## src/rtl/sst_pkg.sv

```systemverilog
package sst_pkg;
  localparam int unsigned SST_DEF_TAPS = 5;

  function automatic int unsigned sst_stage_count(input int unsigned taps);
    return taps / 2 + 1;
  endfunction
endpackage

```

## src/rtl/sst_flow_ctl.sv

```systemverilog
module sst_flow_ctl (
  input  logic clk,
  input  logic rst,
  input  logic in_valid,
  input  logic out_ready,
  output logic in_ready,
  output logic out_valid,
  output logic advance
);
  logic pend_q;

  assign in_ready  = out_ready | ~pend_q;
  assign advance   = in_valid & in_ready;
  assign out_valid = pend_q;

  always_ff @(posedge clk) begin
    if (rst)            pend_q <= 1'b0;
    else if (advance)   pend_q <= 1'b1;
    else if (out_ready) pend_q <= 1'b0;
  end
endmodule

```

## src/rtl/sst_hr_stage.sv

```systemverilog
module sst_hr_stage (
  input  logic clk,
  input  logic rst,
  input  logic en,
  input  logic d_early,
  input  logic d_late,
  output logic q_early,
  output logic q_late
);
  // two flops standing for the opposite-phase capture pair of one stage
  always_ff @(posedge clk) begin
    if (rst) begin
      q_early <= 1'b0;
      q_late  <= 1'b0;
    end else if (en) begin
      q_early <= d_early;
      q_late  <= d_late;
    end
  end
endmodule

```

## src/rtl/sst_tap_gen.sv

```systemverilog
module sst_tap_gen #(
  parameter int unsigned NTAPS = sst_pkg::SST_DEF_TAPS
) (
  input  logic             clk,
  input  logic             rst,
  input  logic             in_valid,
  output logic             in_ready,
  input  logic             in_even,
  input  logic             in_odd,
  output logic             out_valid,
  input  logic             out_ready,
  output logic [NTAPS-1:0] tap_even,
  output logic [NTAPS-1:0] tap_odd
);
  localparam int unsigned NSTG = sst_pkg::sst_stage_count(NTAPS);

  logic            advance;
  logic [NSTG-1:0] stg_e;
  logic [NSTG-1:0] stg_o;

  sst_flow_ctl u_flow (
    .clk       (clk),
    .rst       (rst),
    .in_valid  (in_valid),
    .out_ready (out_ready),
    .in_ready  (in_ready),
    .out_valid (out_valid),
    .advance   (advance)
  );

  for (genvar s = 0; s < NSTG; s++) begin : g_stage
    logic de, dl;
    if (s == 0) begin : g_head
      assign de = in_even;
      assign dl = in_odd;
    end else begin : g_link
      assign de = stg_e[s-1];
      assign dl = stg_o[s-1];
    end
    sst_hr_stage u_stg (
      .clk     (clk),
      .rst     (rst),
      .en      (advance),
      .d_early (de),
      .d_late  (dl),
      .q_early (stg_e[s]),
      .q_late  (stg_o[s])
    );
  end

  // interleaved output select: even taps read one stage straight,
  // odd taps straddle a stage and its successor
  for (genvar j = 0; j < NTAPS; j++) begin : g_tap
    localparam int unsigned S = j / 2;
    if (j % 2 == 0) begin : g_straight
      assign tap_even[j] = stg_e[S];
      assign tap_odd[j]  = stg_o[S];
    end else begin : g_cross
      assign tap_even[j] = stg_o[S+1];
      assign tap_odd[j]  = stg_e[S];
    end
  end
endmodule

```

## config.mk

```make
export PLATFORM = sky130hd
export DESIGN_NAME = sst_tap_gen
export DESIGN_NICKNAME = d
export VERILOG_FILES = /design/src/rtl/sst_pkg.sv /design/src/rtl/sst_flow_ctl.sv /design/src/rtl/sst_hr_stage.sv /design/src/rtl/sst_tap_gen.sv
export SDC_FILE = /design/constraint.sdc
export NUM_CORES = 1
export LEC_CHECK = 0
export ABC_CLOCK_PERIOD_IN_PS = 800
export CAP_MARGIN = 30
export CORE_AREA = 5 5 42 44
export CTS_BUF_LIST = sky130_fd_sc_hd__clkbuf_16
export CTS_CLUSTER_DIAMETER = 60
export DETAILED_ROUTE_END_ITERATION = 8
export DIE_AREA = 0 0 47 49
export GPL_TIMING_DRIVEN = 0
export PLACE_DENSITY = 0.61
export REMOVE_ABC_BUFFERS = 1
export SYNTH_ARGS = -nofsm -noshare
export SYNTH_HDL_FRONTEND = slang
export SYNTH_SLANG_ARGS = --single-unit
```

## constraint.sdc

```tcl
create_clock -name clk -period 0.8 [get_ports clk]
set_input_delay 0.2 -clock clk [delete_from_list [all_inputs] [get_ports clk]]
set_output_delay 0.2 -clock clk [all_outputs]
set_load 0.05 [all_outputs]
```

; After elaboration in Yosys (flattened, before gate mapping)
; Index checks and enable logic that the tools add are counted.
[totals]
reg_bits = 7
in_bits = 6
out_inout_bits = 12
elab_cells = 13
[classes]
mux = 2
bitwise_logic = 3
reduce_logical = 1
[op_table]
columns = op, n
row1 = 1-bit 2-to-1 mux, 2
row2 = 2-bit nonzero test, 1
row3 = 1-bit bitwise AND, 1
row4 = 1-bit inverter, 1
row5 = 1-bit OR, 1

; Logic depth before layout (Yosys ltp)
; Gate-level depths: netlist of the first run.
[logic_depth]
depth_word = 4
ltp_mapped = 3
mapped_depth_nobuf = 3

; By module
; From an unflattened synthesis of the first run, not the netlist that was laid out.
[unflattened]
cells_unflattened = 31
hier_area_um2 = 317.8
[by_module_without_submodules]
columns = mod, instances, cells_per_inst, area_per_inst_um2, seq_area_each_um2
row1 = sst_hr_stage, 3, 6, 67.6, 40.0
row2 = sst_tap_gen, 1, 8, 60.1, 0.0
row3 = sst_flow_ctl, 1, 5, 55.1, 20.0

; Least setup slack after synthesis of the first run
; OpenSTA, ideal clock, no wires.
[synth_path]
kind = register to register
from = register u_flow.pend_q (netlist: u_flow.out_valid)
to = register g_stage[1].u_stg.q_late
setup_ns = 0.119
t_arrival_ns = 1.225
t_required_ns = 0.681
setup_slack_ns = -0.544
stages_incl_launch_ff = 4
n_path_buf = 0
synth_period_minus_slack_ns = 1.344
cell_sequence = dfxtp_1 nand2b_4 and2_4 mux2i_1
[synth_between]
elab_chain_cells = 3
[synth_rtl]
columns = element, line
row1 = "start, declared", sst_flow_ctl.sv:10  ; logic pend_q;
row2 = "start signal, assigned", sst_flow_ctl.sv:17  ; if (rst) pend_q <= 1'b0;
row3 = "start signal, assigned", sst_flow_ctl.sv:18  ; else if (advance) pend_q <= 1'b1;
row4 = "start signal, assigned", sst_flow_ctl.sv:19  ; else if (out_ready) pend_q <= 1'b0;
row5 = 1-bit inverter, sst_flow_ctl.sv:12  ; assign in_ready = out_ready | ~pend_q;
row6 = 1-bit OR, sst_flow_ctl.sv:12
row7 = via in_ready, sst_tap_gen.sv:7  ; output logic in_ready,
row8 = 1-bit bitwise AND, sst_flow_ctl.sv:13  ; assign advance = in_valid & in_ready;
row9 = "end signal, assigned", sst_hr_stage.sv:17  ; q_late <= d_late;
row10 = "end, declared", sst_hr_stage.sv:8  ; output logic q_late
; The timed path passes the listed nets, and every way through them passes these cells.
; A chain may end at the register's enable or synchronous reset.

; Worst setup path in the final report of the first run
[layout_path]
from = register u_flow.pend_q (netlist: u_flow.out_valid)
to = output port in_ready
[layout_between]
elab_chain_cells = 2
[layout_rtl]
columns = element, line
row1 = 1-bit inverter, sst_flow_ctl.sv:12
row2 = 1-bit OR, sst_flow_ctl.sv:12
row3 = "end, declared", sst_tap_gen.sv:7
; Every way passes these cells.

==> results.json, run 1 <==
{
  "cts_buffers": 3,
  "drive_above_1_share": 0.6078,
  "synth.most_common_cell": "buf_4",
  "ys_seq_area_frac": 0.3944,
  "coreArea_sq_mm": 0.001401,
  "synth_enable_flop_cells": 0,
  "grt_use_total": 0.07898,
  "final_util": 0.4777,
  "hold_viol_final": 0,
  "slew_viol_final": 0,
  "antenna_left": 0,
  "drt_iter0_drc": 4,
  "peakVddDrop_v": 0.001490,
  "start_kind": "flop",
  "synth_area_per_cell_sq_um": 9.871,
  "via_per_inst": 4.149,
  "yosys.area.top_type": "dfxtp_1",
  "clk_path_buf_depth": 2,
  "grt_setup_unrepaired": "true",
  "io_buffer_count": 17,
  "die-area_sq_mm": 0.002303,
  "grt_max_degree": 10,
  "cts_tree": "built",
  "rows": 14,
  "ys_ff_latch": 7,
  "postSynth.asyncResetShare": 0,
  "die_h_um": 49,
  "fillers": 150,
  "root_buffer": "clkbuf_16",
  "antenna_found_initial": 0,
  "worstSetupPathType": "reg2out",
  "final_cells": 67,
  "antenna_cells": 0,
  "critical_path_required_ps": 600,
  "synth_area_leaders": "dfxtp_1 (39%), buf_4 (21%), mux2i_1 (11%)",
  "dp.cells": 59,
  "cp.arrival_ps": 790,
  "routed_wl_um": 746,
  "fin_crit_ps": 992.0,
  "cellLeakagePower_nw": 0.3006,
  "vias": 278,
  "grt_pass1_wl_um": 1186,
  "syn_to_final_growth_pct": 88.38,
  "finClkSkew_ps": 0.2964,
  "syn_area_sq_um": 355.3,
  "first_global_vias": 298,
  "synth_ff_type": "dfxtp_1",
  "ys_types": 11,
  "yosys_warnings": 0,
  "synth_common_cells": "buf_4 (10), dfxtp_1 (7), nand2b_1 (6)",
  "maxCapViolations": 0,
  "cts-htree-levels": 1,
  "grt-ovfl-total": 0,
  "hold_path.class": "in2reg",
  "wl_per_cell_um": 11.13,
  "whs_ps": 401.6,
  "die_x_um": 47,
  "cts.clk_slew.worst_paths_ps": 40,
  "synth_top_area_frac": 0.3944,
  "synthCells": 36,
  "clkSinkCount": 7,
  "layout.nets": 58,
  "setup_viol_count_final": 18,
  "first_pass_iters": 3,
  "fin_crit_sh": 1.240,
  "violations": "negative setup slack",
  "dpl.hpwl_um": 497.1,
  "start_util": 0.2536,
  "drc": 0,
  "p_per_area_mw_per_mm2": 2199,
  "insertion_delay_ps": 230,
  "globalplace.congestion": 0.6139,
  "status": "finished, violations left",
  "end_kind": "primary output",
  "worstPathMaxFanout": 2,
  "worst_slack_ps": -192.0,
  "fmax_ghz": 1.008,
  "pin_count": 18,
  "max_slew.worst_pin.slew_ps": 234.3,
  "slew_headroom": 0.8438
}
## cell families after synthesis
group,Yosys count,share of synthesized area
flops,7,0.3944
buf+inv,11,0.2218
mux,4,0.1127
compound gates,3,0.04224
simple gates,11,0.2289
## what timing repair did
| item | 4_1_cts | 5_1_grt |
|---|---|---|
| hold buffers | 0 | 0 |
| resized for setup | 113 | 1 |
| setup endpoints to repair | 18 | 19 |
| setup buffers | 3 | 1 |
| pin swaps | 2 | 0 |
## report_power, final
group / internal [W] / leakage [nW] / switching, W / total, W
Sequential: 0.000359 / 0.0613 / 0.0000173 / 0.000377
Clock: 0.000651 / 0.0423 / 0.000196 / 0.000847
Combinational: 0.000118 / 0.197 / 0.000131 / 0.000249
## area by class of cell
cell class              instances  area, sq um  area share
well taps                      16        20.02     0.02991
clock inverters                 1        3.754    0.005607
inverters                       1        3.754    0.005607
clock buffers                   3        75.07      0.1121
repair buffers                 21        256.5      0.3832
flip-flops and latches          7        158.9      0.2374
multi-input cells              18        151.4      0.2262
## state kept, by name, summed over array words and instances (netlist names)
signal and flops:
g_stage.u_stg.q_early 3, g_stage.u_stg.q_late 3, u_flow.out_valid 1
## per-stage QoR
| stage | setup TNS, ps | setup WS [ps] | power [W] | instance area (sq um) |
|---|---|---|---|---|
| floorplan | -6354 | -548.4 | 0.0005071 | 280.3 |
| global placement | -9395 | -1004 | 0.0005891 | 470.5 |
| detailed placement | -9436 | -1006 | 0.0005898 | 470.5 |
| CTS | -2473 | -192.8 | 0.001486 | 658.1 |
| global route | -2803 | -233.4 | 0.001535 | 669.4 |
| finish | -2250 | -192.0 | 0.001472 | 669.4 |
## worst paths after layout
path                                                      startpoint                              endpoint  slack, ps  depth (start not counted)
worst max register to register         u_flow.out_valid$_SDFFE_PP0P_  g_stage[1].u_stg.q_late$_SDFFE_PP0P_       -160                          4
worst max-delay path                   u_flow.out_valid$_SDFFE_PP0P_                              in_ready       -190                          2
worst min register to register  g_stage[2].u_stg.q_late$_SDFFE_PP0P_  g_stage[2].u_stg.q_late$_SDFFE_PP0P_        520                          2
worst min-delay path                                             rst         u_flow.out_valid$_SDFFE_PP0P_        400                          2
## worst max-delay path, stage by stage, from the launching register on
cell	delay, ps
dfxtp_2	350
nand2b_4	70
buf_8	150
## routing by layer
metal | GRT usage | share of wire | vias to the layer above
li1 | - | - | 139
met1 | 0.06402 | 0.37 | 125
met2 | 0.1154 | 0.49 | 12
met3 | 0.06273 | 0.11 | 2
met4 | 0.06912 | 0.028 | 0
met5 | 0 | 0 | -
## placed cells by master, fill, tap and decap left out
master           instances
a21oi_1                  1
and2_4                   1
buf_4                    3
buf_6                    2
buf_8                   11
clkbuf_16                3
clkdlybuf4s50_1          2
dfxtp_2                  3
dfxtp_4                  4
dlygate4sd2_1            3
inv_1                    2
mux2i_1                  4
nand2_4                  1
nand2b_1                 6
nand2b_4                 1
nand4b_1                 2
o21ai_2                  2
No activity file was read; power rests on OpenSTA's default activity.
==> run 2, diff against run 1 <==
--- a/config.mk
+++ b/config.mk
@@ -5,6 +5,7 @@
 export SDC_FILE = /design/constraint.sdc
 export NUM_CORES = 1
 export LEC_CHECK = 0
+export ABC_AREA = 0
 export ABC_CLOCK_PERIOD_IN_PS = 800
 export CAP_MARGIN = 30
 export CORE_AREA = 5 5 42 44
==> results of run 2 <==
Same layout as run 1: the final DEF is identical, and so are final timing and power.
==> run 3, diff against run 2 <==
--- a/config.mk
+++ b/config.mk
@@ -6,7 +6,6 @@
 export NUM_CORES = 1
 export LEC_CHECK = 0
 export ABC_AREA = 0
-export ABC_CLOCK_PERIOD_IN_PS = 800
 export CAP_MARGIN = 30
 export CORE_AREA = 5 5 42 44
 export CTS_BUF_LIST = sky130_fd_sc_hd__clkbuf_16
==> results of run 3 <==
Same layout as run 1: the final DEF is identical, and so are final timing and power.
